File: src/rtl/nand_seq_pkg.sv
package nand_seq_pkg;
  typedef enum logic [2:0] {
    PH_IDLE,
    PH_SETUP,
    PH_GAP,
    PH_STROBE,
    PH_HOLD
  } phase_e;

  localparam logic [1:0] KIND_CMD  = 2'b00;
  localparam logic [1:0] KIND_ADDR = 2'b01;
endpackage

File: src/rtl/nand_rd_gap_sel.sv
module nand_rd_gap_sel #(
  parameter int TIME_W = 8,
  parameter int GAP_W  = 4
) (
  input  logic              clk_i,
  input  logic              rst_ni,
  input  logic              accept_i,
  input  logic [1:0]        kind_i,
  input  logic [TIME_W-1:0] cfg_cle_re_i,
  input  logic [TIME_W-1:0] cfg_ale_re_i,
  output logic [GAP_W-1:0]  gap_o
);
  import nand_seq_pkg::*;

  logic last_cmd_q;
  logic unused_hi;

  // tracks which latch enable was used most recently
  always_ff @(posedge clk_i or negedge rst_ni) begin
    if (!rst_ni) begin
      last_cmd_q <= 1'b1;
    end else if (accept_i && kind_i == KIND_CMD) begin
      last_cmd_q <= 1'b1;
    end else if (accept_i && kind_i == KIND_ADDR) begin
      last_cmd_q <= 1'b0;
    end
  end

  assign gap_o = last_cmd_q ? cfg_cle_re_i[GAP_W-1:0] : cfg_ale_re_i[GAP_W-1:0];
  assign unused_hi = ^{cfg_cle_re_i[TIME_W-1:GAP_W], cfg_ale_re_i[TIME_W-1:GAP_W]};
endmodule

File: src/rtl/nand_hiz_gate.sv
module nand_hiz_gate #(
  parameter int TIME_W = 8
) (
  input  logic              clk_i,
  input  logic              rst_ni,
  input  logic              accept_i,
  input  logic              busy_i,
  input  logic [TIME_W-1:0] hiz_i,
  output logic              open_o
);
  logic [TIME_W-1:0] cnt_q;

  always_ff @(posedge clk_i or negedge rst_ni) begin
    if (!rst_ni) begin
      cnt_q <= '0;
    end else if (accept_i) begin
      cnt_q <= hiz_i;
    end else if (busy_i && cnt_q != '0) begin
      cnt_q <= cnt_q - TIME_W'(1);
    end
  end

  assign open_o = (cnt_q == '0);


  hiz_count_down_chk: assert property (@(posedge clk_i) disable iff (!rst_ni)
    (busy_i && !accept_i && cnt_q != '0) |=> (cnt_q == $past(cnt_q) - TIME_W'(1)));
endmodule

File: src/rtl/nand_phase_ctrl.sv
module nand_phase_ctrl #(
  parameter int TIME_W = 8,
  parameter int GAP_W  = 4
) (
  input  logic                 clk_i,
  input  logic                 rst_ni,
  input  logic                 accept_i,
  input  logic                 is_read_i,
  input  logic                 wait_ni,
  input  logic [TIME_W-1:0]    setup_i,
  input  logic [TIME_W-1:0]    wait_i,
  input  logic [TIME_W-1:0]    hold_i,
  input  logic [GAP_W-1:0]     gap_i,
  output nand_seq_pkg::phase_e phase_o,
  output logic                 rd_o,
  output logic                 capture_o,
  output logic                 done_o
);
  import nand_seq_pkg::*;

  phase_e            phase_q;
  logic [TIME_W-1:0] cnt_q;
  logic [TIME_W-1:0] wait_q;
  logic [TIME_W-1:0] hold_q;
  logic [GAP_W-1:0]  gap_q;
  logic              rd_q;
  logic              done_q;
  logic              cnt_zero;

  assign cnt_zero = (cnt_q == '0);

  always_ff @(posedge clk_i or negedge rst_ni) begin
    if (!rst_ni) begin
      phase_q <= PH_IDLE;
      cnt_q   <= '0;
      wait_q  <= '0;
      hold_q  <= '0;
      gap_q   <= '0;
      rd_q    <= 1'b0;
      done_q  <= 1'b0;
    end else begin
      done_q <= 1'b0;
      unique case (phase_q)
        PH_IDLE: begin
          if (accept_i) begin
            phase_q <= PH_SETUP;
            cnt_q   <= setup_i;
            wait_q  <= wait_i;
            hold_q  <= hold_i;
            gap_q   <= gap_i;
            rd_q    <= is_read_i;
          end
        end
        PH_SETUP: begin
          if (!cnt_zero) begin
            cnt_q <= cnt_q - TIME_W'(1);
          end else if (rd_q) begin
            phase_q <= PH_GAP;
            cnt_q   <= TIME_W'(gap_q);
          end else begin
            phase_q <= PH_STROBE;
            cnt_q   <= wait_q;
          end
        end
        PH_GAP: begin
          if (!cnt_zero) begin
            cnt_q <= cnt_q - TIME_W'(1);
          end else begin
            phase_q <= PH_STROBE;
            cnt_q   <= wait_q;
          end
        end
        PH_STROBE: begin
          // wait_ni low freezes the phase
          if (wait_ni) begin
            if (!cnt_zero) begin
              cnt_q <= cnt_q - TIME_W'(1);
            end else begin
              phase_q <= PH_HOLD;
              cnt_q   <= hold_q;
            end
          end
        end
        PH_HOLD: begin
          if (!cnt_zero) begin
            cnt_q <= cnt_q - TIME_W'(1);
          end else begin
            phase_q <= PH_IDLE;
            done_q  <= 1'b1;
          end
        end
        default: phase_q <= PH_IDLE;
      endcase
    end
  end

  assign phase_o   = phase_q;
  assign rd_o      = rd_q;
  assign done_o    = done_q;
  assign capture_o = (phase_q == PH_STROBE) && cnt_zero && wait_ni && rd_q;


  stall_freeze_chk: assert property (@(posedge clk_i) disable iff (!rst_ni)
    (phase_q == PH_STROBE && !wait_ni) |=> (phase_q == PH_STROBE && $stable(cnt_q)));


  done_after_hold_chk: assert property (@(posedge clk_i) disable iff (!rst_ni)
    done_q |-> (phase_q == PH_IDLE && $past(phase_q) == PH_HOLD));


  gap_read_only_chk: assert property (@(posedge clk_i) disable iff (!rst_ni)
    (phase_q == PH_GAP) |-> rd_q);


  hold_after_strobe_chk: assert property (@(posedge clk_i) disable iff (!rst_ni)
    (phase_q == PH_HOLD && $past(phase_q) != PH_HOLD) |-> ($past(phase_q) == PH_STROBE));
endmodule

File: src/rtl/nand_timing_seq.sv
module nand_timing_seq #(
  parameter int NUM_BANKS = 4,
  parameter int DATA_W    = 8,
  parameter int TIME_W    = 8,
  parameter int GAP_W     = 4,
  localparam int BANK_W   = $clog2(NUM_BANKS)
) (
  input  logic              clk_i,
  input  logic              rst_ni,
  input  logic              req_valid_i,
  input  logic [1:0]        req_kind_i,
  input  logic              req_write_i,
  input  logic [DATA_W-1:0] req_wdata_i,
  input  logic [BANK_W-1:0] req_bank_i,
  input  logic [TIME_W-1:0] cfg_setup_i,
  input  logic [TIME_W-1:0] cfg_wait_i,
  input  logic [TIME_W-1:0] cfg_hold_i,
  input  logic [TIME_W-1:0] cfg_hiz_i,
  input  logic [TIME_W-1:0] cfg_cle_re_i,
  input  logic [TIME_W-1:0] cfg_ale_re_i,
  input  logic              wait_ni,
  input  logic [DATA_W-1:0] dq_i,
  output logic              ready_o,
  output logic              done_o,
  output logic [DATA_W-1:0] rdata_o,
  output logic [NUM_BANKS-1:0] ce_no,
  output logic              cle_o,
  output logic              ale_o,
  output logic              re_no,
  output logic              we_no,
  output logic [DATA_W-1:0] dq_o,
  output logic              dq_oe_o
);
  import nand_seq_pkg::*;

  phase_e            phase;
  logic              busy;
  logic              accept;
  logic              is_read;
  logic              rd;
  logic              capture;
  logic              hiz_open;
  logic [GAP_W-1:0]  gap;
  logic [1:0]        kind_q;
  logic [BANK_W-1:0] bank_q;
  logic [DATA_W-1:0] wdata_q;
  logic [DATA_W-1:0] rdata_q;

  assign busy    = (phase != PH_IDLE);
  assign accept  = req_valid_i && !busy;
  assign is_read = req_kind_i[1] && !req_write_i;

  always_ff @(posedge clk_i or negedge rst_ni) begin
    if (!rst_ni) begin
      kind_q  <= '0;
      bank_q  <= '0;
      wdata_q <= '0;
    end else if (accept) begin
      kind_q  <= req_kind_i;
      bank_q  <= req_bank_i;
      wdata_q <= req_wdata_i;
    end
  end

  always_ff @(posedge clk_i or negedge rst_ni) begin
    if (!rst_ni) begin
      rdata_q <= '0;
    end else if (capture) begin
      rdata_q <= dq_i;
    end
  end

  nand_rd_gap_sel #(.TIME_W(TIME_W), .GAP_W(GAP_W)) u_gap_sel (
    .clk_i       (clk_i),
    .rst_ni      (rst_ni),
    .accept_i    (accept),
    .kind_i      (req_kind_i),
    .cfg_cle_re_i(cfg_cle_re_i),
    .cfg_ale_re_i(cfg_ale_re_i),
    .gap_o       (gap)
  );

  nand_phase_ctrl #(.TIME_W(TIME_W), .GAP_W(GAP_W)) u_phase (
    .clk_i    (clk_i),
    .rst_ni   (rst_ni),
    .accept_i (accept),
    .is_read_i(is_read),
    .wait_ni  (wait_ni),
    .setup_i  (cfg_setup_i),
    .wait_i   (cfg_wait_i),
    .hold_i   (cfg_hold_i),
    .gap_i    (gap),
    .phase_o  (phase),
    .rd_o     (rd),
    .capture_o(capture),
    .done_o   (done_o)
  );

  nand_hiz_gate #(.TIME_W(TIME_W)) u_hiz (
    .clk_i   (clk_i),
    .rst_ni  (rst_ni),
    .accept_i(accept),
    .busy_i  (busy),
    .hiz_i   (cfg_hiz_i),
    .open_o  (hiz_open)
  );

  for (genvar b = 0; b < NUM_BANKS; b++) begin : g_ce
    assign ce_no[b] = !(busy && bank_q == BANK_W'(b));
  end

  assign ready_o = !busy;
  assign cle_o   = busy && kind_q == KIND_CMD;
  assign ale_o   = busy && kind_q == KIND_ADDR;
  assign we_no   = !(phase == PH_STROBE && !rd);
  assign re_no   = !(phase == PH_STROBE && rd);
  assign dq_oe_o = busy && !rd && hiz_open;
  assign dq_o    = wdata_q;
  assign rdata_o = rdata_q;


  ce_idle_chk: assert property (@(posedge clk_i) disable iff (!rst_ni)
    ready_o |-> (&ce_no));


  ce_single_chk: assert property (@(posedge clk_i) disable iff (!rst_ni)
    !ready_o |-> ($countones(~ce_no) == 1));


  latch_excl_chk: assert property (@(posedge clk_i) disable iff (!rst_ni)
    !(cle_o && ale_o));


  strobe_excl_chk: assert property (@(posedge clk_i) disable iff (!rst_ni)
    !(!re_no && !we_no));


  oe_not_read_chk: assert property (@(posedge clk_i) disable iff (!rst_ni)
    dq_oe_o |-> (re_no && !ready_o));


  bank_stable_chk: assert property (@(posedge clk_i) disable iff (!rst_ni)
    (!ready_o && !$past(ready_o)) |-> $stable(ce_no));
endmodule

File: config.mk
export PLATFORM = sky130hd
export DESIGN_NAME = nand_timing_seq
export DESIGN_NICKNAME = d
export VERILOG_FILES = /design/src/rtl/nand_seq_pkg.sv /design/src/rtl/nand_rd_gap_sel.sv /design/src/rtl/nand_hiz_gate.sv /design/src/rtl/nand_phase_ctrl.sv /design/src/rtl/nand_timing_seq.sv
export SDC_FILE = /design/constraint.sdc
export NUM_CORES = 1
export LEC_CHECK = 0
export BUFFER_PORTS_ARGS = -buffer_cell sky130_fd_sc_hd__buf_2
export CAP_MARGIN = 10
export CORE_UTILIZATION = 58
export CTS_BUF_LIST = sky130_fd_sc_hd__clkbuf_4 sky130_fd_sc_hd__clkbuf_8
export CTS_CLUSTER_SIZE = 28
export DETAILED_ROUTE_END_ITERATION = 10
export PLACE_DENSITY = 0.9
export REMOVE_ABC_BUFFERS = 1
export SYNTH_ARGS = -nofsm -noshare
export SYNTH_HDL_FRONTEND = slang
export SYNTH_HIERARCHICAL = 1
export SYNTH_SLANG_ARGS = --single-unit
export TNS_END_PERCENT = 10
File: constraint.sdc
create_clock -name clk_i -period 6.3 [get_ports clk_i]
set_input_delay 0.315 -clock clk_i [delete_from_list [all_inputs] [get_ports clk_i]]
set_output_delay 0.315 -clock clk_i [all_outputs]
set_load 0.02 [all_outputs]
==> impl_metrics.tcl, run 1 <==
set metrics [dict create \
    fin_skew_ns 0.006903 \
    power_density_mw_per_mm2 483.2 \
    p_leak_nw 1.888 \
    timing.final.crit_period_ns 2.994 \
    post-route-period-util_pct 47.52 \
    synth.distinct_cells 64 \
    drtAntennaViolNets 0 \
    synth_area_leader_cell "dfrtp_1" \
    status "completed" \
    end_kind "flip-flop" \
    switchingPower_w 0.0008103 \
    root_buffer "clkbuf_8" \
    drv_slew 0 \
    synth_edf_count 0 \
    io_buffers 91 \
    p_clk_share_pct 18.0 \
    track_usage_pct 27.90 \
    max_slew_margin_pct 35.07 \
    maxCapViolCount 0 \
    antenna_found_initial 0 \
    grt_max_degree 63 \
    synth_seq_cells 62 \
    intPower_w 0.001182 \
    clk_path_buf_depth 2 \
    hold_buffers 0 \
    gp_congestion 0.8674 \
    grt_pass1_wl_microns 13450 \
    pwr-share-comb_pct 43.5 \
    cts_tree "done" \
    fp.dieW_microns 79.30 \
    drive_above_1_share_pct 39.90 \
    path_max_fanout 11 \
    dr.pass1.iters 5 \
    drt_iter0_drc 264 \
    io_pins 100 \
    n_antenna_cell 0 \
    final_util_pct 73.08 \
    synth_area_leaders "dfrtp_1 44%, mux2_2 16%, nor2_1 2.4%, o21ai_0 2.3%, a21oi_1 2.0%" \
    syn_inst 326 \
    gr-total-overflow 0 \
    cts.clk_slew.worst_paths_ns 0.08 \
    numCtsBuffers 9 \
    fin_total_pwr_w 0.001992 \
    cts_setup_buffers 0 \
    wl_microns 8073 \
    post_cts_resized 0 \
    min_path_type "in2async" \
    fin_ws_ns 3.306 \
    wire_per_inst_microns 16.54 \
    setup_viol 0 \
    synthToLayoutAreaGrowth_pct 18.95 \
    die_h_microns 79.30 \
    rsz0062_at_grt "false" \
    synth_warnings 6 \
    finalSetupTns_ns 0 \
    cts_num_sinks 62 \
    insertion_delay_ns 0.34 \
    required_ns 6.52 \
    swShare_pct 40.68 \
    htree_levels 3 \
    cp-start-kind "flip-flop" \
    place_ws_ns 3.296 \
    vias_per_cell 6.227 \
    worstSetupPathType "reg2reg" \
    vias 3039 \
    final-hold-violation-count 0 \
    start_util_pct 61.43 \
    vdd_drop_max_v 0.0002480 \
    async_reset_ff_share_pct 100.0 \
    max_freq_ghz 0.3340 \
    final_nets 487 \
    drc 0 \
    cp_data_arrival_time_ns 3.22 \
    synth_area_sq_mm 0.003466 \
    grt_pass1_vias 2947 \
    netlist.area_leader.share_pct 44.04 \
    hpwl_microns 5533 \
    synth-main-ff-cell "dfrtp_1" \
    coreArea_sq_mm 0.005642 \
    worstMarginPinSlew_ns 0.9740 \
    syn_area_per_cell_sq_um 10.63 \
    die_area_sq_mm 0.006288 \
    ys_seq_area_share_pct 44.80 \
    ff2ff_path_depth 7 \
    fp-row-count 27 \
    pwr-share-seq_pct 38.5 \
]
==> synth_stat cells, types with 3 or more instances <==
master and instances:
dfrtp_1 61, mux2_2 48, nor2_1 22, nand2_1 17, o21ai_0 16, a21oi_1 14, inv_1 11, clkbuf_1 8
nor2b_1 8, or3_1 8, nor3_1 7, mux2i_1 6, nor3b_1 6, buf_2 5, o31ai_1 5, a211oi_1 4
a22oi_1 4, a31oi_1 4, nand3_1 4, a221oi_1 3, and3_1 3, buf_6 3, ha_1 3, nand2b_1 3
nand4_1 3, or4_1 3, xor2_1 3
==> cell type report <==
class	count	area [sq um]
clock inverter	6	68.82
fill	404	1519
inverter	12	45.04
tap	72	90.09
sequential	62	1553
multi-input combinational	232	1750
clock buffer	10	137.6
timing repair buffer	94	478.0
==> state kept, by name, summed over array words and instances, names as in the netlist, 2 cells and up <==
signal and count:
dq_o 8, rdata_o 8, u_hiz/cnt_q 8, u_phase/phase_o 3
u_phase/gap_q 4, u_phase/cnt_q 8, u_phase/hold_q 8, u_phase/wait_q 8
kind_q 2, bank_q 2
==> cell families (layout without fill, tap and decap cells) <==
kind of cell	count (synthesis)	count (layout)	synth area share (%)
AOI/OAI and AO/OA	77	77	15.96
xor gates and xnor gates	4	4	1.011
adders and majority gates	3	3	1.083
buffers and inverters	32	122	4.693
DFF	62	62	44.80
muxes	54	54	17.33
and+or+nand+nor	94	94	15.13
==> final timing paths <==
kind	start	end	slack (ns)
min in group clk_i	req_kind_i[0]	u_gap_sel/last_cmd_q	0.14
max in group asynchronous	rst_ni	u_phase/gap_q[1]	5.65
hold reg to reg	rdata_o[3]	rdata_o[3]	0.50
hold / removal	rst_ni	dq_o[1]	0.14
setup reg to reg	u_phase/cnt_q[0]	rdata_o[0]	3.31
setup / recovery	u_phase/cnt_q[0]	rdata_o[0]	3.31
==> cells in the final DEF, fill, tap and decap left out, types with 3 or more instances in the layout <==
cell,count
a211oi_1,4
a21oi_1,14
a221oi_1,3
a22oi_1,4
a31oi_1,4
and3_1,3
buf_2,91
buf_4,3
clkbuf_8,10
dfrtp_1,61
ha_1,3
inv_1,11
mux2_2,48
mux2i_1,6
nand2_1,17
nand2b_1,3
nand3_1,4
nand4_1,3
nor2_1,22
nor2b_1,8
nor3_1,7
nor3b_1,6
o21ai_0,16
o31ai_1,5
or3_1,8
or4_1,3
xor2_1,3
==> power groups by stage <==
stage	logic (W)	clock network (W)	registers, W
floorplan	0.000612	0	0.000750
global placement	0.000806	0	0.000754
detailed placement	0.000847	0	0.000767
CTS	0.000855	0.000369	0.000761
global route	0.000944	0.000385	0.000792
finish	0.000868	0.000359	0.000766
==> critical path, cell delays in order (launching register included) <==
cell     delay (ns)
dfrtp_1        0.40
inv_1          0.12
ha_1           0.20
or4b_4         0.55
nor2_1         0.59
and3_1         0.26
and3_1         0.38
mux2_2         0.38
==> per-layer routing <==
layer | track usage [%] | vias up | part of all wire (%)
met5 | 0 | - | 0
li1 | - | 1389 | -
met4 | 12.91 | 0 | 2.6
met2 | 46.47 | 160 | 49
met1 | 33.96 | 1460 | 41
met3 | 6.897 | 30 | 7.1
==> metrics by stage <==
step                area [sq um]  hold WS, ns  std cells
global placement            3916       0.4762        472
floorplan                   3348      0.01941        306
finish                      4123       0.1356        488
detailed placement          3916       0.4823        472
CTS                         4123       0.1223        488
global route                4123       0.1225        488
No activity file was read; power rests on OpenSTA's default activity.
==> run 2, diff against run 1 <==
Settings changed: CORE_UTILIZATION 58 to 54, PLACE_DENSITY 0.9 to 0.85.
Clock period 6.3 ns to 2.9 ns, I/O delays scaled along.
==> impl_metrics.tcl, run 2 (synthesis results as in run 1) <==
set metrics [dict create \
    status "completed" \
    crit_slowest_cell "or4b_4" \
    maxCapViolCount 0 \
    vias_per_cell 6.024 \
    placed_area_sq_mm 0.003973 \
    min_path_type "in2reg" \
    gp_congestion 0.9285 \
    final_common_cell "buf_2" \
    p_leak_nw 1.930 \
    drive_above_1_share_pct 40.71 \
    drv_slew 0 \
    final_cell_mix "91 x buf_2, 61 x dfrtp_1, 48 x mux2_2" \
    htree_levels 3 \
    fp-row-count 28 \
    die_area_sq_mm 0.006743 \
    critPathTopFamily "simple AND/OR/NAND/NOR gates" \
    gr-total-overflow 0 \
    worstSetupPathType "reg2reg" \
    wl_met1_microns 3432 \
    pwr-share-seq_pct 36.6 \
    dr.pass1.iters 5 \
    post-route-period-util_pct 86.50 \
    fp.dieW_microns 82.12 \
    setup_viol 0 \
    drtAntennaViolNets 0 \
    rsz0062_at_grt "false" \
    drc 0 \
    synthToLayoutAreaGrowth_pct 21.12 \
    cp-start-kind "flip-flop" \
    top_layer "met4" \
    path_max_fanout 8 \
    grt_pass1_vias 2988 \
    vdd_drop_max_v 0.0005232 \
    pwr-share-comb_pct 45.5 \
    cp_common_cell "and3_1" \
    fin_skew_ns 0.007785 \
    final_nets 496 \
    vias 3012 \
    hold_slack_ns 0.02512 \
    cts.clk_slew.worst_paths_ns 0.08 \
    swShare_pct 41.19 \
    root_buffer "clkbuf_8" \
    path_cells "inv_1 > ha_1 > or4b_4 > nor2_1 > and3_1 > and3_1 > mux2_2" \
    max_freq_ghz 0.3986 \
    power_density_mw_per_mm2 1044 \
    switchingPower_w 0.001805 \
    final-hold-violation-count 0 \
    timing.final.crit_period_ns 2.509 \
    dr_wl_met2_microns 4157 \
    grt_pass1_wl_microns 13970 \
    fin_area_sq_mm 0.004198 \
    cts_num_sinks 62 \
    p_clk_share_pct 18.0 \
    path_buf_inv 1 \
    cts_setup_buffers 0 \
    worstMarginPinSlew_ns 0.6932 \
    track_usage_pct 27.80 \
    start_util_pct 57.18 \
    insertion_delay_ns 0.34 \
    clk_path_buf_depth 2 \
    wl_microns 8498 \
    io_buffers 91 \
    max_slew_margin_pct 53.36 \
    hpwl_microns 5818 \
    intPower_w 0.002577 \
    die_h_microns 82.12 \
    io_pins 100 \
    cts_tree "done" \
    numCtsBuffers 9 \
    required_ns 3.13 \
    coreArea_sq_mm 0.006061 \
    end_kind "flip-flop" \
    grt_max_degree 30 \
    cp_data_arrival_time_ns 2.74 \
    max_stage_delay_ns 0.54 \
    post_cts_resized 0 \
    route.met3.wl_microns 581 \
    antenna_found_initial 0 \
    drt_iter0_drc 259 \
    n_antenna_cell 0 \
    wire_per_inst_microns 17.00 \
]
==> run 2: changes by cell type in the layout (fill, tap and decap cells not counted) <==
| cell | change |
|---|---|
| buf_4 | +7 |
| clkbuf_8 | -1 |
| clkinv_2 | -1 |
| clkinv_4 | +2 |
| dlygate4sd3_1 | +2 |
==> run 2: layout make-up <==
cell class / instances / area, sq um
Sequential cell: 62 / 1553
Clock inverter: 7 / 81.33
Inverter: 12 / 45.04
Multi-Input combinational cell: 232 / 1750
Fill cell: 445 / 1863
Tap cell: 75 / 93.84
Timing Repair Buffer: 103 / 550.5
Clock buffer: 9 / 123.9
==> run 2: per-layer routing <==
metal  vias to the layer above  track usage (%)
met1                      1412            35.24
met5                         -                0
li1                       1410                -
met4                         0            16.14
met3                        36            5.055
met2                       154            44.55
==> run 2: stage by stage <==
| step | power [W] | std cells | setup slack (ns) | setup TNS (ns) | util [%] |
|---|---|---|---|---|---|
| CTS | 0.004355 | 500 | 0.3919 | 0 | 69.26 |
| global route | 0.004655 | 500 | 0.2805 | 0 | 69.26 |
| detailed placement | 0.003538 | 482 | 0.4034 | 0 | 65.55 |
| global placement | 0.003444 | 482 | 0.4874 | 0 | 65.55 |
| floorplan | 0.002959 | 306 | -0.3574 | -7.405 | - |
| finish | 0.004382 | 500 | 0.3915 | 0 | 69.26 |
==> run 2: worst register-to-register path, cell delays in order, from the launching register on <==
cell and delay, ns:
dfrtp_1 0.39, inv_1 0.12, ha_1 0.20, or4b_4 0.54, nor2_1 0.17, and3_1 0.19, and3_1 0.38, mux2_2 0.39
==> run 2: worst paths after layout <==
kind / from / end / slack (ns) / depth (start not counted)
max: u_phase/cnt_q[0] / rdata_o[3] / 0.39 / 7
min: req_wdata_i[1] / dq_o[1] / 0.03 / 2
max reg2reg: u_phase/cnt_q[0] / rdata_o[3] / 0.39 / 7
min reg2reg: dq_o[7] / dq_o[7] / 0.50 / 1
max in group asynchronous: rst_ni / u_phase/hold_q[7] / 1.84 / 3
min in group asynchronous: rst_ni / dq_o[4] / 0.35 / 2
==> run 2: power groups by stage <==
stage                     Clock, W  Combinational [W]  Sequential, W
after floorplan                  0            0.00133        0.00163
after global placement           0            0.00186        0.00158
after detailed placement         0            0.00193        0.00160
after CTS                 0.000798            0.00196        0.00159
after global routing      0.000832            0.00217        0.00166
final                     0.000788            0.00199        0.00160
==> run 2: timing repair <==
item / in CTS / in global routing
endpoints found under the setup margin: 0 / 0
hold buffers: 2 / 0
endpoints found under the hold margin: 27 / 0
==> run 3, diff against run 2 <==
Settings changed: ABC_AREA from default to 1, PLACE_DENSITY 0.85 to 0.84.
==> impl_metrics.tcl, run 3 <==
set metrics [dict create \
    n_fill_cell 566 \
    die_h_microns 83.52 \
    fin_total_pwr_w 0.004981 \
    max_slew_margin_pct 67.13 \
    synth_area_sq_mm 0.003588 \
    synth_top_family_by_area "simple AND/OR/NAND/NOR gates" \
    status "completed" \
    gp_congestion 0.8873 \
    end_kind "flip-flop" \
    rsz0062_at_grt "false" \
    grt_pass1_vias 3180 \
    final_cells 655 \
    max_freq_ghz 0.4411 \
    synth-main-ff-cell "dfrtp_1" \
    io_buffers 91 \
    muxShareOfSynthArea_pct 4.393 \
    yosysMostFrequentCell "nand2_1" \
    final-hold-violation-count 0 \
    insertion_delay_ns 0.34 \
    synthAdderAreaFrac_pct 1.046 \
    drive_above_1_share_pct 26.47 \
    cts_num_sinks 62 \
    synth_seq_cells 62 \
    track_usage_pct 25.75 \
    root_buffer "clkbuf_8" \
    final_nets 649 \
    cts_tree "done" \
    synth_area_leaders "dfrtp_1 43%, nand2_1 16%, inv_1 5.6%, nand3_1 5.6%, nor2_1 4.5%" \
    place_ws_ns 0.6710 \
    die_area_sq_mm 0.006976 \
    maxCapViolCount 0 \
    vias 3390 \
    required_ns 3.18 \
    drt_iter0_drc 230 \
    fp.dieW_microns 83.52 \
    drc 0 \
    min_path_type "in2reg" \
    numCtsBuffers 9 \
    synthToLayoutAreaGrowth_pct 20.71 \
    antenna_found_initial 0 \
    wire_per_inst_microns 12.67 \
    p_leak_nw 2.370 \
    post-route-period-util_pct 78.18 \
    yosys.area_share.simple_pct 34.83 \
    grt_max_degree 29 \
    synth_top_cells_by_count "150 x nand2_1, 61 x dfrtp_1, 54 x inv_1, 43 x nor2_1, 40 x nand3_1" \
    dr.pass1.iters 5 \
    final_common_cell "nand2_1" \
    path_max_fanout 16 \
    async_reset_ff_share_pct 100.0 \
    power_density_mw_per_mm2 1150 \
    dpl.cell_count 635 \
    vias_per_cell 5.176 \
    fin_skew_ns 0.006220 \
    syn_area_per_cell_sq_um 7.571 \
    cp_data_arrival_time_ns 2.55 \
    worstMarginPinSlew_ns 0.4930 \
    fin_area_sq_mm 0.004332 \
    drv_slew 0 \
    synth_compound_area_share_pct 6.695 \
    io_pins 100 \
    fin_ws_ns 0.6327 \
    timing.final.crit_period_ns 2.267 \
    synth_warnings 6 \
    finalSetupTns_ns 0 \
    post_cts_resized 0 \
    synth.distinct_cells 37 \
    vdd_drop_max_v 0.0005818 \
    synth_area_leader_cell "dfrtp_1" \
    placed_area_sq_mm 0.004093 \
    coreArea_sq_mm 0.006386 \
    drtAntennaViolNets 0 \
    wl_microns 8302 \
    fp-row-count 29 \
    start_util_pct 56.19 \
    cts.clk_slew.worst_paths_ns 0.07 \
    gr-total-overflow 0 \
    n_antenna_cell 0 \
    clk_path_buf_depth 2 \
    hpwl_microns 5937 \
    synth_xor_area_share_pct 0.7322 \
    multiInputGateArea_sq_mm 0.001712 \
    ys_seq_area_share_pct 43.27 \
    syn_inst 474 \
    register_area_sq_mm 0.001553 \
    netlist.area_leader.share_pct 42.54 \
    final_cell_mix "150 x nand2_1, 91 x buf_2, 61 x dfrtp_1" \
    worstSetupPathType "reg2reg" \
    grt_pass1_wl_microns 14380 \
    synth_edf_count 0 \
    setup_viol 0 \
    htree_levels 3 \
    cp-start-kind "flip-flop" \
]
==> run 3: path summary, 6_finish.rpt <==
path,slack (ns),cells after the start,end,startpoint
max,0.63,10,u_phase/cnt_q[4],u_phase/phase_o[0]
min,0.01,3,rdata_o[7],dq_i[7]
max reg2reg,0.63,10,u_phase/cnt_q[4],u_phase/phase_o[0]
min reg2reg,0.47,2,dq_o[4],dq_o[4]
max in group asynchronous,1.82,3,u_gap_sel/last_cmd_q,rst_ni
min in group asynchronous,0.30,2,u_phase/cnt_q[6],rst_ni
==> run 3: critical path, cell delays in order (launching register included) <==
cell and delay [ns]:
dfrtp_1 0.50, nor2_4 0.34, nand3_2 0.32, inv_1 0.23
nand3b_1 0.12, o21ai_1 0.07, inv_1 0.11, nand3_4 0.20
nor2_1 0.20, nand2_1 0.07, nand2_1 0.05
==> run 3: repair_timing <==
| action | CTS | global route |
|---|---|---|
| setup buffers | 0 | 0 |
| hold buffers | 4 | 0 |
| hold endpoints to repair | 23 | 0 |
==> run 3: metrics by stage <==
stage | utilization, % | hold WS (ns)
CTS | 67.83 | 0.0001933
global route | 67.83 | 0.006356
global placement | 64.09 | 0.1289
finish | 67.83 | 0.01117
floorplan | - | -0.1506
detailed placement | 64.09 | 0.1368
==> run 3: logic make-up after synthesis <==
| group | after synthesis |
|---|---|
| buffers and inverters | 74 |
| XOR/XNOR | 3 |
| adder cells (fa/ha/maj) | 3 |
| multiplexers | 14 |
| AO/OA/AOI/OAI | 44 |
| AND/OR/NAND/NOR | 274 |
| flip-flops | 62 |
==> run 3: where the power goes <==
group / leakage [nW] / internal, W / switching (W)
combinational: 1.56 / 0.000929 / 0.00170
sequential: 0.721 / 0.00127 / 0.000330
clock: 0.0914 / 0.000397 / 0.000355
==> run 3: final cells by class <==
cell class	instances	area share, %
multi-input combinational	338	39.51
sequential	62	35.85
timing repair buffer	100	12.31
inverter	62	5.517
clock buffer	9	2.860
tap	77	2.224
clock inverter	7	1.733
==> run 3: routing by layer <==
layer  track usage (%)  wire (microns)
met5                 0               0
met1             34.38            3725
met2             41.43            4064
met4             9.553             140
met3             5.638             370
